===== config.mk =====
export PLATFORM = sky130hd
export DESIGN_NAME = mbox_top
export DESIGN_NICKNAME = d
export VERILOG_FILES = /design/src/rtl/mbox_pkg.sv /design/src/rtl/mbox_arb.sv /design/src/rtl/mbox_chan.sv /design/src/rtl/mbox_top.sv
export SDC_FILE = /design/constraint.sdc
export NUM_CORES = 1
export LEC_CHECK = 0
export ABC_AREA = 1
export BUFFER_PORTS_ARGS = -buffer_cell sky130_fd_sc_hd__buf_2
export CORE_MARGIN = 2
export CORE_UTILIZATION = 55
export DETAILED_ROUTE_END_ITERATION = 7
export HOLD_SLACK_MARGIN = 0.03
export PLACE_DENSITY = 0.76
export SETUP_SLACK_MARGIN = 0.02
export SLEW_MARGIN = 20
export SYNTH_ARGS = -nofsm -noshare
export SYNTH_HDL_FRONTEND = slang
export SYNTH_SLANG_ARGS = --single-unit

===== constraint.sdc =====
create_clock -name clk_i -period 4 [get_ports clk_i]
set_input_delay 0.8 -clock clk_i [delete_from_list [all_inputs] [get_ports clk_i]]
set_output_delay 0.8 -clock clk_i [all_outputs]
set_load 0.01 [all_outputs]

===== src/rtl/mbox_pkg.sv =====
package mbox_pkg;
  localparam int unsigned DW    = 16;
  localparam int unsigned EXT_W = 2;

  typedef enum logic [2:0] {
    RG_ADDR = 3'd0,
    RG_CTRL = 3'd1,
    RG_DLO  = 3'd2,
    RG_DHI  = 3'd3,
    RG_SBL  = 3'd4,
    RG_SBH  = 3'd5,
    RG_STAT = 3'd6
  } reg_e;

  typedef enum logic [1:0] {
    SP_X  = 2'd0,
    SP_Y  = 2'd1,
    SP_SB = 2'd2
  } space_e;

  typedef struct packed {
    logic [DW-1:0] data;
    space_e        space;
  } xfer_t;
endpackage


===== src/rtl/mbox_arb.sv =====
module mbox_arb #(
  parameter int unsigned N_CH = 2
) (
  input  logic            clk_i,
  input  logic            rst_ni,
  input  logic            tick_i,
  input  logic [N_CH-1:0] pend_i,
  output logic [N_CH-1:0] grant_o
);
  logic [N_CH-1:0] armed_q, eff;
  logic            found;

  always_comb begin
    eff     = armed_q | (tick_i ? pend_i : '0);
    grant_o = '0;
    found   = 1'b0;
    for (int i = 0; i < int'(N_CH); i++) begin
      if (eff[i] && pend_i[i] && !found) begin
        grant_o[i] = 1'b1;
        found      = 1'b1;
      end
    end
  end

  // channels still owed a write for the current tick
  always_ff @(posedge clk_i or negedge rst_ni)
    if (!rst_ni) armed_q <= '0;
    else         armed_q <= eff & pend_i & ~grant_o;

  for (genvar g = 0; g < int'(N_CH); g++) begin : g_chk
    assert_once_per_tick_R5: assert property (@(posedge clk_i) disable iff (!rst_ni)
      grant_o[g] |=> (!grant_o[g] || tick_i));
    assert_grant_pending_R5: assert property (@(posedge clk_i) disable iff (!rst_ni)
      grant_o[g] |-> pend_i[g]);
  end

  assert_burst_follows_tick_R6: assert property (@(posedge clk_i) disable iff (!rst_ni)
    (|grant_o && !tick_i) |-> $past(|grant_o));
endmodule


===== src/rtl/mbox_chan.sv =====
module mbox_chan
  import mbox_pkg::*;
#(
  parameter int unsigned AW = 10
) (
  input  logic          clk_i,
  input  logic          rst_ni,
  input  logic          wr_i,
  input  logic          rd_i,
  input  logic [2:0]    reg_i,
  input  logic [7:0]    wdata_i,
  input  logic          served_i,
  output logic          pend_o,
  output logic [AW-1:0] addr_o,
  output xfer_t         req_o,
  output logic [7:0]    rdata_o,
  output logic          ia_o,
  output logic          lvl_o
);
  logic [7:0]       abyte_q, dlo_q, dhi_q, sbl_q, sbh_q;
  logic             acc_q, wsel_q, ysp_q, sb_q, ie1_q, ie2_q;
  logic [EXT_W-1:0] ext_q;
  logic             done_q, ia_q;
  logic             wr_ctrl, wr_lo, rd_lo;

  assign wr_ctrl = wr_i && (reg_i == RG_CTRL);
  assign wr_lo   = wr_i && (reg_i == RG_DLO);
  assign rd_lo   = rd_i && (reg_i == RG_DLO);

  always_ff @(posedge clk_i or negedge rst_ni)
    if (!rst_ni) begin
      abyte_q <= '0; dlo_q <= '0; dhi_q <= '0; sbl_q <= '0; sbh_q <= '0;
      wsel_q <= 1'b0; ysp_q <= 1'b0; sb_q <= 1'b0; ie1_q <= 1'b0; ie2_q <= 1'b0;
      ext_q <= '0;
    end else if (wr_i) begin
      case (reg_i)
        RG_ADDR: abyte_q <= wdata_i;
        RG_CTRL: begin
          wsel_q <= wdata_i[1];
          ext_q  <= wdata_i[3:2];
          ysp_q  <= wdata_i[4];
          sb_q   <= wdata_i[5];
          ie1_q  <= wdata_i[6];
          ie2_q  <= wdata_i[7];
        end
        RG_DLO:  dlo_q <= wdata_i;
        RG_DHI:  dhi_q <= wdata_i;
        RG_SBL:  sbl_q <= wdata_i;
        RG_SBH:  sbh_q <= wdata_i;
        default: ;
      endcase
    end

  // start bit only arms with write select; a host write beats auto-clear
  always_ff @(posedge clk_i or negedge rst_ni)
    if (!rst_ni)       acc_q <= 1'b0;
    else if (wr_ctrl)  acc_q <= wdata_i[0] & wdata_i[1];
    else if (served_i) acc_q <= 1'b0;

  // completion wins over same-cycle clear
  always_ff @(posedge clk_i or negedge rst_ni)
    if (!rst_ni) begin
      done_q <= 1'b0;
      ia_q   <= 1'b0;
    end else begin
      if (served_i)   done_q <= 1'b1;
      else if (rd_lo) done_q <= 1'b0;
      if (served_i && ie1_q) ia_q <= 1'b1;
      else if (wr_lo)        ia_q <= 1'b0;
    end

  assign pend_o     = acc_q;
  assign addr_o     = sb_q ? AW'({sbh_q, sbl_q}) : AW'({ext_q, abyte_q});
  assign req_o.data = {dhi_q, dlo_q};
  assign req_o.space = sb_q ? SP_SB : (ysp_q ? SP_Y : SP_X);
  assign ia_o       = ia_q;
  assign lvl_o      = done_q & ie2_q;

  always_comb begin
    case (reg_i)
      RG_ADDR: rdata_o = abyte_q;
      RG_CTRL: rdata_o = {ie2_q, ie1_q, sb_q, ysp_q, ext_q, wsel_q, acc_q};
      RG_DLO:  rdata_o = dlo_q;
      RG_DHI:  rdata_o = dhi_q;
      RG_SBL:  rdata_o = sbl_q;
      RG_SBH:  rdata_o = sbh_q;
      RG_STAT: rdata_o = {5'd0, acc_q, ia_q, done_q};
      default: rdata_o = 8'd0;
    endcase
  end

  assert_done_after_write_R5: assert property (@(posedge clk_i) disable iff (!rst_ni)
    served_i |=> done_q);
  assert_start_clears_R5: assert property (@(posedge clk_i) disable iff (!rst_ni)
    (served_i && !wr_ctrl) |=> !acc_q);
  assert_start_needs_wsel_R7: assert property (@(posedge clk_i) disable iff (!rst_ni)
    acc_q |-> wsel_q);
  assert_read_clears_done_R8: assert property (@(posedge clk_i) disable iff (!rst_ni)
    (rd_lo && !served_i) |=> !done_q);
  assert_ia_with_done_R9: assert property (@(posedge clk_i) disable iff (!rst_ni)
    $rose(ia_q) |-> done_q);
endmodule


===== src/rtl/mbox_top.sv =====
module mbox_top
  import mbox_pkg::*;
#(
  parameter int unsigned N_CH = 2,
  parameter int unsigned AW   = 10,
  localparam int unsigned CH_W = (N_CH > 1) ? $clog2(N_CH) : 1,
  localparam int unsigned HAW  = CH_W + 3
) (
  input  logic           clk_i,
  input  logic           rst_ni,
  input  logic [HAW-1:0] host_addr_i,
  input  logic [7:0]     host_wdata_i,
  input  logic           host_we_i,
  input  logic           host_re_i,
  output logic [7:0]     host_rdata_o,
  input  logic           tick_i,
  output logic           dsp_we_o,
  output logic [AW-1:0]  dsp_addr_o,
  output logic [DW-1:0]  dsp_data_o,
  output logic [1:0]     dsp_space_o,
  output logic           irq1_no,
  output logic           irq2_no
);
  logic [CH_W-1:0] ch_sel;
  logic [2:0]      reg_sel;
  logic [N_CH-1:0] pend, grant, ia, lvl, hit;
  logic [AW-1:0]   ch_addr [N_CH];
  xfer_t           ch_req  [N_CH];
  logic [7:0]      ch_rd   [N_CH];
  logic [7:0]      rd_mux, rdata_q;

  assign ch_sel  = host_addr_i[HAW-1:3];
  assign reg_sel = host_addr_i[2:0];

  for (genvar c = 0; c < int'(N_CH); c++) begin : g_ch
    assign hit[c] = (ch_sel == CH_W'(c));
    mbox_chan #(.AW(AW)) u_chan (
      .clk_i    (clk_i),
      .rst_ni   (rst_ni),
      .wr_i     (host_we_i && hit[c]),
      .rd_i     (host_re_i && hit[c]),
      .reg_i    (reg_sel),
      .wdata_i  (host_wdata_i),
      .served_i (grant[c]),
      .pend_o   (pend[c]),
      .addr_o   (ch_addr[c]),
      .req_o    (ch_req[c]),
      .rdata_o  (ch_rd[c]),
      .ia_o     (ia[c]),
      .lvl_o    (lvl[c])
    );
  end

  mbox_arb #(.N_CH(N_CH)) u_arb (
    .clk_i   (clk_i),
    .rst_ni  (rst_ni),
    .tick_i  (tick_i),
    .pend_i  (pend),
    .grant_o (grant)
  );

  always_comb begin
    dsp_addr_o  = '0;
    dsp_data_o  = '0;
    dsp_space_o = '0;
    rd_mux      = '0;
    for (int i = 0; i < int'(N_CH); i++) begin
      if (grant[i]) begin
        dsp_addr_o  |= ch_addr[i];
        dsp_data_o  |= ch_req[i].data;
        dsp_space_o |= ch_req[i].space;
      end
      if (hit[i]) rd_mux |= ch_rd[i];
    end
  end

  always_ff @(posedge clk_i or negedge rst_ni)
    if (!rst_ni)        rdata_q <= '0;
    else if (host_re_i) rdata_q <= rd_mux;

  assign dsp_we_o     = |grant;
  assign host_rdata_o = rdata_q;
  assign irq1_no      = ~|ia;
  assign irq2_no      = ~|lvl;

  assert_space_legal_R4: assert property (@(posedge clk_i) disable iff (!rst_ni)
    dsp_we_o |-> (dsp_space_o != 2'd3));
  assert_no_write_idle_R5: assert property (@(posedge clk_i) disable iff (!rst_ni)
    (!tick_i && !$past(dsp_we_o)) |-> !dsp_we_o);
endmodule


==> metrics.txt, run 1 <==
Initial Utilization=0.571; synthesized area=5630 um2; total gr overflow=0; Detail Route Antenna Nets=0; most frequent cells in the layout=nand2_1 (193), o21ai_0 (123), dfrtp_1 (109); DRC Markers=0; final design utilization=0.619; H-tree depth=3; Routed WL=17.4 mm; CTS Sinks=109; Final Slew Violations=0; hold_buf cts=0; Die ar.=11,100 um2; Metal-1 WL=7.28 mm; post-route minimum period=3.22 ns; register area share after synthesis=0.484; most frequent CP cell=buf_2; number of synthesized register bits=109; Worst slew margin=0.410; critical path cell sequence=buf_2 -> nand2_1 -> inv_1 -> or2_2 -> o21ai_0 -> buf_2; Die H=105 um; core area=9860 um2; crit start category=primary input; All-Layer GR Usage=0.328; worst min-delay path class=primary input to asynchronous set/reset pin; syn_area_per_cell=7.62 um2; crit path capture=dsp_data_o[14]; R2R cell count=5; IO Port Bufs=55; yosys warns=0; main area contributors after synthesis=dfrtp_1 (48%), nand2_1 (13%), o21ai_0 (11%); Root Buffer=clkbuf_8; Critical Path Slowest Stage Cell=or2_2; DIE WIDTH=105 um; GPL Wtd Cong=0.941; CTS tree=built; worst-case clock buffer depth=2; Synth area leader=dfrtp_1; met2 WL=7.95 mm; Crit path largest cell delay=0.57 ns; vias in the first global route=5,135; worst-margin pin slew=0.885 ns; final hold viol count=0; Pwr Total=2.84 mW; Cell Rows=36; share of the synthesized area in the top cell type=0.484; CP Launch Point=tick_i; largest net degree at the start of global routing=59; FF-to-FF setup slack=2.16 ns; Worst-path clk slew=0.09 ns; RSZ-0062 raised after global routing=false; CP max FO=31; Power Density=465 nW/um2; Max VDD drop=0.000213 V; drt first pass iters=5; commonest non-fill, non-tap cell in the layout=nand2_1; Setup Buffers After CTS=0; ANT cells=0; Iter 0 DRT Violations=505; Area growth syn-to-layout=8.38%; Max Cap Violations=0; initial antenna violation count=0; synthesized instance count=739; Final Net Count=781; CTS resizes=0; met3 WL post-DR=1.61 mm; via count=5,490; fin crit share=0.805; arrival time at the worst endpoint=2.42 ns; vias per cell=6.09; Cell variety after synth=25; clock skew=0.0143 ns; final setup fails=0; Ports=56; fillcell total=883; Setup TNS Final=0 ns; hpwl dp=12.1 mm; highest metal used=met4; Num CTS Buffers=9; first-pass GRT wire length=28.0 mm; maximum clock rate=311 MHz; Reg2Reg Capture Point=g_ch[1].u_chan.pend_o; WL per Instance=19.3 um; share of post-route cells with drive strength above 1=0.109; CP Class=primary input to output port; worst endpoint required time=3.20 ns; worst skew pair latency=0.39 ns; LEAKAGE=3.04 nW; R2R Path Start=g_ch[0].u_chan.pend_o; critical path endpoint category=output port; syn nets=756; outcome=finished, final reports clean
-- critical path: cells and delay by family --
family / cells / cell delay (ns)
AOI/OAI and AO/OA: 1 / 0.30
buffers and inverters: 3 / 0.39
and+or+nand+nor: 2 / 0.92
-- routing by layer --
metal,GRT usage,up-vias
li1,-,2521
met1,0.469,2617
met2,0.503,311
met3,0.0468,41
met4,0.131,0
met5,0,-
-- sequential cells by signal, summed over array words and instances, names as in the netlist --
register	count
g_ch.u_chan.abyte_q	16
g_ch.u_chan.done_q	2
g_ch.u_chan.ia_o	2
u_arb.armed_q	1
host_rdata_o	8
g_ch.u_chan.dlo_q	16
g_ch.u_chan.ie1_q	2
g_ch.u_chan.sb_q	2
g_ch.u_chan.ext_q	4
g_ch.u_chan.sbh_q	16
g_ch.u_chan.ie2_q	2
g_ch.u_chan.pend_o	2
g_ch.u_chan.sbl_q	16
g_ch.u_chan.ysp_q	2
g_ch.u_chan.dhi_q	16
g_ch.u_chan.wsel_q	2
-- cells by family (layout without fill, tap and decap cells) --
family | Yosys count | in the layout | share of synthesized area
AND/OR/NAND/NOR | 364 | 364 | 0.282
AO/OA/AOI/OAI | 153 | 153 | 0.140
flip-flops | 109 | 109 | 0.484
buffers and inverters | 104 | 134 | 0.0775
multiplexers | 9 | 9 | 0.0160
-- synth_stat cells --
library cell	count
or2_2	1
buf_2	22
nand2_1	193
a22o_1	2
o21ai_0	123
nand3_1	42
dfrtp_1	109
nor2_2	4
o22ai_1	10
clkbuf_1	19
buf_4	3
clkinv_1	4
nand3_2	1
nor2_1	61
inv_1	52
mux2i_1	9
inv_2	1
a21oi_1	12
buf_1	2
nand4_1	57
o21ai_1	5
buf_6	1
nand2_2	2
o31ai_1	1
nor3_1	3
-- how the worst min path moves through the flow --
stage / from / slack [ns] / to
6_report: rst_ni / 0.47 / g_ch[1].u_chan.sbl_q[7]
4_1_cts: host_rdata_o[7] / 0.49 / host_rdata_o[7]
5_1_grt: rst_ni / 0.53 / g_ch[1].u_chan.dhi_q[3]
3_3_place_gp: host_rdata_o[7] / 0.46 / host_rdata_o[7]
2_1_floorplan: g_ch[0].u_chan.sbl_q[4] / 0.45 / g_ch[0].u_chan.sbl_q[4]
3_5_place_dp: host_rdata_o[7] / 0.46 / host_rdata_o[7]
-- layout make-up --
| class | instances | area (um2) | share of cell area |
|---|---|---|---|
| clock buffer | 12 | 145 | 0.0238 |
| tap | 133 | 166 | 0.0273 |
| clock inverter | 4 | 47.5 | 0.00779 |
| inverter | 57 | 214 | 0.0351 |
| timing repair buffer | 61 | 335 | 0.0549 |
| multi-input combinational | 526 | 2470 | 0.404 |
| sequential | 109 | 2730 | 0.447 |
-- stage by stage --
step                instances  hold slack [ns]  setup WS, ns  cell area, um2
detailed placement        886            0.462         0.790            5910
floorplan                 739            0.453          1.48            5630
global route              902            0.529         0.680            6100
global placement          886            0.459         0.938            5910
CTS                       902            0.487         0.782            6100
finish                    902            0.475         0.780            6100
-- report_power, final --
group | switching, mW | internal (mW) | leakage, nW
registers | 0.208 | 1.34 | 1.36
logic | 0.392 | 0.217 | 1.59
clock network | 0.383 | 0.306 | 0.0964
Power figures use the tool's default switching activity.
==> run 2, diff against run 1 <==
Settings changed: CORE_UTILIZATION 55 to 54, PLACE_DENSITY 0.76 to 0.78.
Clock period 4 ns to 2.82 ns, I/O delays scaled along.
==> run 2 against run 1 <==
Sequential power grew 42%. Die area grew 1.8%. Register-to-register slack lost 1.1 ns. Design area grew 2.1%. Critical endpoint is now dsp_data_o[1].
==> metrics.txt, run 2 (synthesis results as in run 1) <==
outcome=finished, final reports clean; vias in the first global route=5,135 (unchanged); fin crit share=0.921; worst skew pair latency=0.39 ns (about the same); core area=10,200 um2 (+3.7%); WL per Instance=19.7 um (+1.9%); vias per cell=6.07 (-0.27%); final hold viol count=0 (unchanged); Max Cap Violations=0 (unchanged); Routed WL=18.0 mm (+3.3%); Cell Rows=37 (+2.8%); first-pass GRT wire length=28.0 mm (about the same); Power Density=678 nW/um2 (+46%); All-Layer GR Usage=0.331 (+0.00319); worst-margin pin slew=0.632 ns (-0.253 ns); via count=5,554 (+1.2%); R2R cell count=5 (unchanged); IO Port Bufs=55 (unchanged); largest net degree at the start of global routing=51 (-14%); DIE WIDTH=106 um (+0.88%); post-route minimum period=2.60 ns; share of post-route cells with drive strength above 1=0.123 (+0.0140); Num CTS Buffers=9 (unchanged); Detail Route Antenna Nets=0 (unchanged); Worst Setup Slack, final=0.222 ns (-0.558 ns); Pwr Total=4.23 mW (+49%); Cell Area, Placed=5990 um2 (+1.3%); Final Net Count=791 (+1.3%); Worst-path clk slew=0.10 ns (about the same); final setup fails=0 (unchanged); ANT cells=0 (unchanged); hpwl dp=12.6 mm (+3.8%); Root Buffer=clkbuf_8; arrival time at the worst endpoint=2.03 ns (-0.39 ns); H-tree depth=3 (unchanged); Max VDD drop=0.000431 V (+100%); CTS tree=built; Hold WS=0.148 ns (-0.326 ns); Die ar.=11,300 um2 (+1.8%); drt first pass iters=5 (unchanged); hold_buf cts=0 (unchanged); commonest non-fill, non-tap cell in the layout=nand2_1; Iter 0 DRT Violations=604 (+20%); clock skew=0.0111 ns (-0.00314 ns); Die H=106 um (+0.88%); R2R Path Start=g_ch[1].u_chan.pend_o; initial antenna violation count=0 (unchanged); Setup TNS Final=0 ns (unchanged); crit start category=register; Setup Buffers After CTS=0 (unchanged); worst endpoint required time=2.26 ns (-0.94 ns); met3 WL post-DR=1.81 mm (+13%); CP max FO=30 (-3.2%); met2 WL=8.13 mm (+2.3%); most frequent cells in the layout=nand2_1 (193), o21ai_0 (123), dfrtp_1 (109); fillcell total=956 (+8.3%); CTS Sinks=109 (unchanged); CTS resizes=0 (unchanged); LEAKAGE=3.12 nW (+2.5%); Area growth syn-to-layout=10.7%; FF-to-FF setup slack=1.10 ns (-1.06 ns); Worst slew margin=0.578 (+0.168); Metal-1 WL=7.39 mm (+1.5%); critical path endpoint category=output port; Post-Place Worst Slack=0.368 ns (-0.422 ns); CP Class=register to output port; worst-case clock buffer depth=2 (unchanged); worst min-delay path class=primary input to asynchronous set/reset pin; RSZ-0062 raised after global routing=false; DRC Markers=0 (unchanged); highest metal used=met4; final instance area=6230 um2 (+2.1%); Ports=56 (unchanged); Final Slew Violations=0 (unchanged); GPL Wtd Cong=0.976 (+3.8%); maximum clock rate=385 MHz; total gr overflow=0 (unchanged); Initial Utilization=0.550 (-0.0205); Reg2Reg Capture Point=g_ch[1].u_chan.pend_o
## run 2: cell types whose count changed in the layout (fill, tap and decap cells not counted)
cell,change
buf_4,+10
clkbuf_1,-2
bufinv_16,+1
clkbuf_8,+3
clkinv_2,-1
clkinvlp_4,-1
## run 2: how the worst max path moves through the flow
stage	from	slack, ns	cells past startpoint	end
finish	g_ch[1].u_chan.pend_o	0.22	4	dsp_data_o[1]
global route	u_arb.armed_q[1]	0.11	4	dsp_addr_o[4]
CTS	g_ch[1].u_chan.pend_o	0.25	4	dsp_data_o[1]
detailed placement	tick_i	0.37	5	dsp_addr_o[9]
global placement	tick_i	0.47	5	dsp_addr_o[9]
floorplan	tick_i	0.77	5	dsp_addr_o[4]
## run 2: routing by layer
metal  up-vias  global-route usage
met5         -                   0
met4         0               0.157
met3        45              0.0589
met2       331               0.500
met1      2635               0.464
li1       2543                   -
## run 2: through the flow
stage,util,std cells
finish,0.609,915
CTS,0.609,915
detailed placement,0.585,899
floorplan,-,739
global placement,0.585,899
global route,0.609,915
## run 2: where the power goes
part           switching (mW)  total (mW)  internal (mW)
Sequential              0.284        2.18           1.90
Clock                   0.534        1.13          0.596
Combinational           0.594       0.916          0.322
Total                    1.41        4.23           2.81
## run 2: area by class of cell
cell class / instances / area (um2) / area share
Sequential cell: 109 / 2730 / 0.438
Clock inverter: 3 / 65.1 / 0.0104
Multi-Input combinational cell: 526 / 2470 / 0.396
Inverter: 57 / 214 / 0.0343
Timing Repair Buffer: 71 / 410 / 0.0658
Tap cell: 136 / 170 / 0.0273
Clock buffer: 13 / 179 / 0.0287
## run 2: critical path, cell delays in order (launching register included)
cell and delay [ns]:
dfrtp_1 0.44, o21ai_0 0.17, or2_2 0.57, o21ai_0 0.29, buf_2 0.17
==> run 3, diff against run 2 <==
Settings changed: CORE_UTILIZATION 54 to 25, PLACE_DENSITY 0.78 to 0.43.
==> run 3 against run 2 <==
Total power up 1.8%. Via count down 6.2%. First-iteration DRC count down 46%. Worst setup slack worse by 0.085 ns. Sequential share of layout area down 1.7 points. Global-route usage down 15 points. Count of clock-buffer cells in the layout down 1. Combinational power up 2%. Core utilization down 31 points. Clock skew down 0.0053 ns. Critical endpoint is now dsp_addr_o[4]. Highest routed layer unchanged.
==> metrics.txt, run 3 (synthesis results as in run 1) <==
outcome=finished, final reports clean; Worst slew margin=0.586 (+0.00732); most frequent cells in the layout=nand2_1 (193), o21ai_0 (122), dfrtp_1 (109); total gr overflow=0 (unchanged); fin crit share=0.952 (+0.0303); crit path buf inv count=2 (+1); crit start category=register; worst-margin pin slew=0.621 ns (-0.0110 ns); Final Net Count=798 (+0.88%); Area growth syn-to-layout=15.1%; Die H=154 um (+45%); Post-Place Worst Slack=0.334 ns (-0.0338 ns); core area=22,000 um2 (+110%); first-pass GRT wire length=32.6 mm (+17%); Max VDD drop=0.000274 V (-37%); Ports=56 (unchanged); LEAKAGE=3.15 nW (+1.1%); final setup fails=0 (unchanged); Setup Buffers After CTS=0 (unchanged); Detail Route Antenna Nets=0 (unchanged); worst min-delay path class=primary input to asynchronous set/reset pin; CP Launch Point=g_ch[1].u_chan.pend_o; Routed WL=21.0 mm (+17%); critical path cell sequence=o21ai_0 -> or2_2 -> buf_12 -> o21ai_0 -> buf_2; post-route minimum period=2.68 ns (+0.0855 ns); Die ar.=23,700 um2 (+110%); final instance area=6480 um2 (+4.0%); Initial Utilization=0.256 (-0.294); final hold viol count=0 (unchanged); Crit path largest cell delay=0.48 ns (-0.09 ns); Hold WS=0.106 ns (-0.0423 ns); Max Cap Violations=0 (unchanged); worst skew pair latency=0.36 ns (-0.03 ns); critical path endpoint category=output port; DIE WIDTH=154 um (+45%); All-Layer GR Usage=0.184 (-0.147); CTS tree=built; CP delay by family, top=flip-flops; largest net degree at the start of global routing=55 (+7.8%); Setup TNS Final=0 ns (unchanged); drt first pass iters=6 (+1); Num CTS Buffers=9 (unchanged); CP Class=register to output port; maximum clock rate=373 MHz (-3.2%); share of post-route cells with drive strength above 1=0.125 (+0.00177); vias in the first global route=5,164 (+0.56%); Iter 0 DRT Violations=326 (-46%); CTS Sinks=109 (unchanged); IO Port Bufs=55 (unchanged); Cell Rows=54 (+46%); RSZ-0062 raised after global routing=false; worst-case clock buffer depth=2 (unchanged); GPL Wtd Cong=0.876 (-10%); Critical Path Slowest Stage Cell=dfrtp_1; CP max FO=20 (-33%); worst endpoint required time=2.26 ns (about the same); Pwr Total=4.30 mW (+1.8%); hpwl dp=15.2 mm (+20%); Worst-path clk slew=0.07 ns (-0.03 ns); commonest non-fill, non-tap cell in the layout=nand2_1; most frequent CP cell=o21ai_0; WL per Instance=19.7 um (+0.39%); H-tree depth=3 (unchanged); Final Slew Violations=0 (unchanged); Cell Area, Placed=6230 um2 (+4.1%); arrival time at the worst endpoint=2.12 ns (+0.09 ns); vias per cell=4.90 (-19%); initial antenna violation count=0 (unchanged); ANT cells=0 (unchanged); R2R Path Start=g_ch[1].u_chan.pend_o; Worst Setup Slack, final=0.136 ns (-0.0855 ns); DRC Markers=0 (unchanged); Root Buffer=clkbuf_16; clock skew=0.00586 ns (-0.00528 ns); Power Density=663 nW/um2 (-2.2%); via count=5,209 (-6.2%)
run 3: cell types whose count changed in the layout (fill, tap and decap cells not counted):
cell,previous run,this run
buf_12,1,2
buf_4,16,22
bufinv_16,2,0
clkbuf_1,0,3
clkbuf_16,0,9
clkbuf_8,13,0
clkinvlp_4,0,1
o21ai_0,123,122
o21ai_1,5,6
run 3: what timing repair did:
action | in CTS | in global routing
resized for setup | 0 | 1
hold buffers | 0 | 0
endpoints found under the hold margin | 0 | 0
endpoints found under the setup margin | 0 | 1
run 3: per-stage QoR:
stage,std cells,util
finish,1064,0.295
global route,1064,0.295
CTS,1064,0.295
detailed placement,1050,0.284
global placement,1050,0.284
floorplan,739,-
run 3: area by class of cell:
cell class                 count  area (um2)
clock buffer                  12         236
clock inverter                 2        12.5
fill                        2434       15500
inverter                      57         214
multi-input combinational    526        2470
sequential                   109        2730
tap                          280         350
timing repair buffer          78         475
run 3: where the power goes:
part	internal (mW)	switching (mW)
sequential	1.90	0.290
clock	0.591	0.592
combinational	0.333	0.597
total	2.82	1.48
run 3: final timing paths:
kind                                      endpoint  slack, ns  cells past startpoint
max                                  dsp_addr_o[4]       0.14                      5
min                        g_ch[1].u_chan.dhi_q[1]       0.11                      1
min reg2reg                        host_rdata_o[5]       0.48                      2
max in group asynchronous  g_ch[0].u_chan.dlo_q[7]       1.94                      2
max reg2reg                  g_ch[1].u_chan.pend_o       1.21                      5
min in group clk_i         g_ch[1].u_chan.dlo_q[2]       0.42                      3
run 3: metal layers:
metal | track usage | wire length [um] | up-vias
li1 | - | - | 2561
met1 | 0.264 | 10300 | 2494
met2 | 0.283 | 9320 | 140
met3 | 0.0361 | 1050 | 14
met4 | 0.0485 | 314 | 0
met5 | 0 | 0 | -
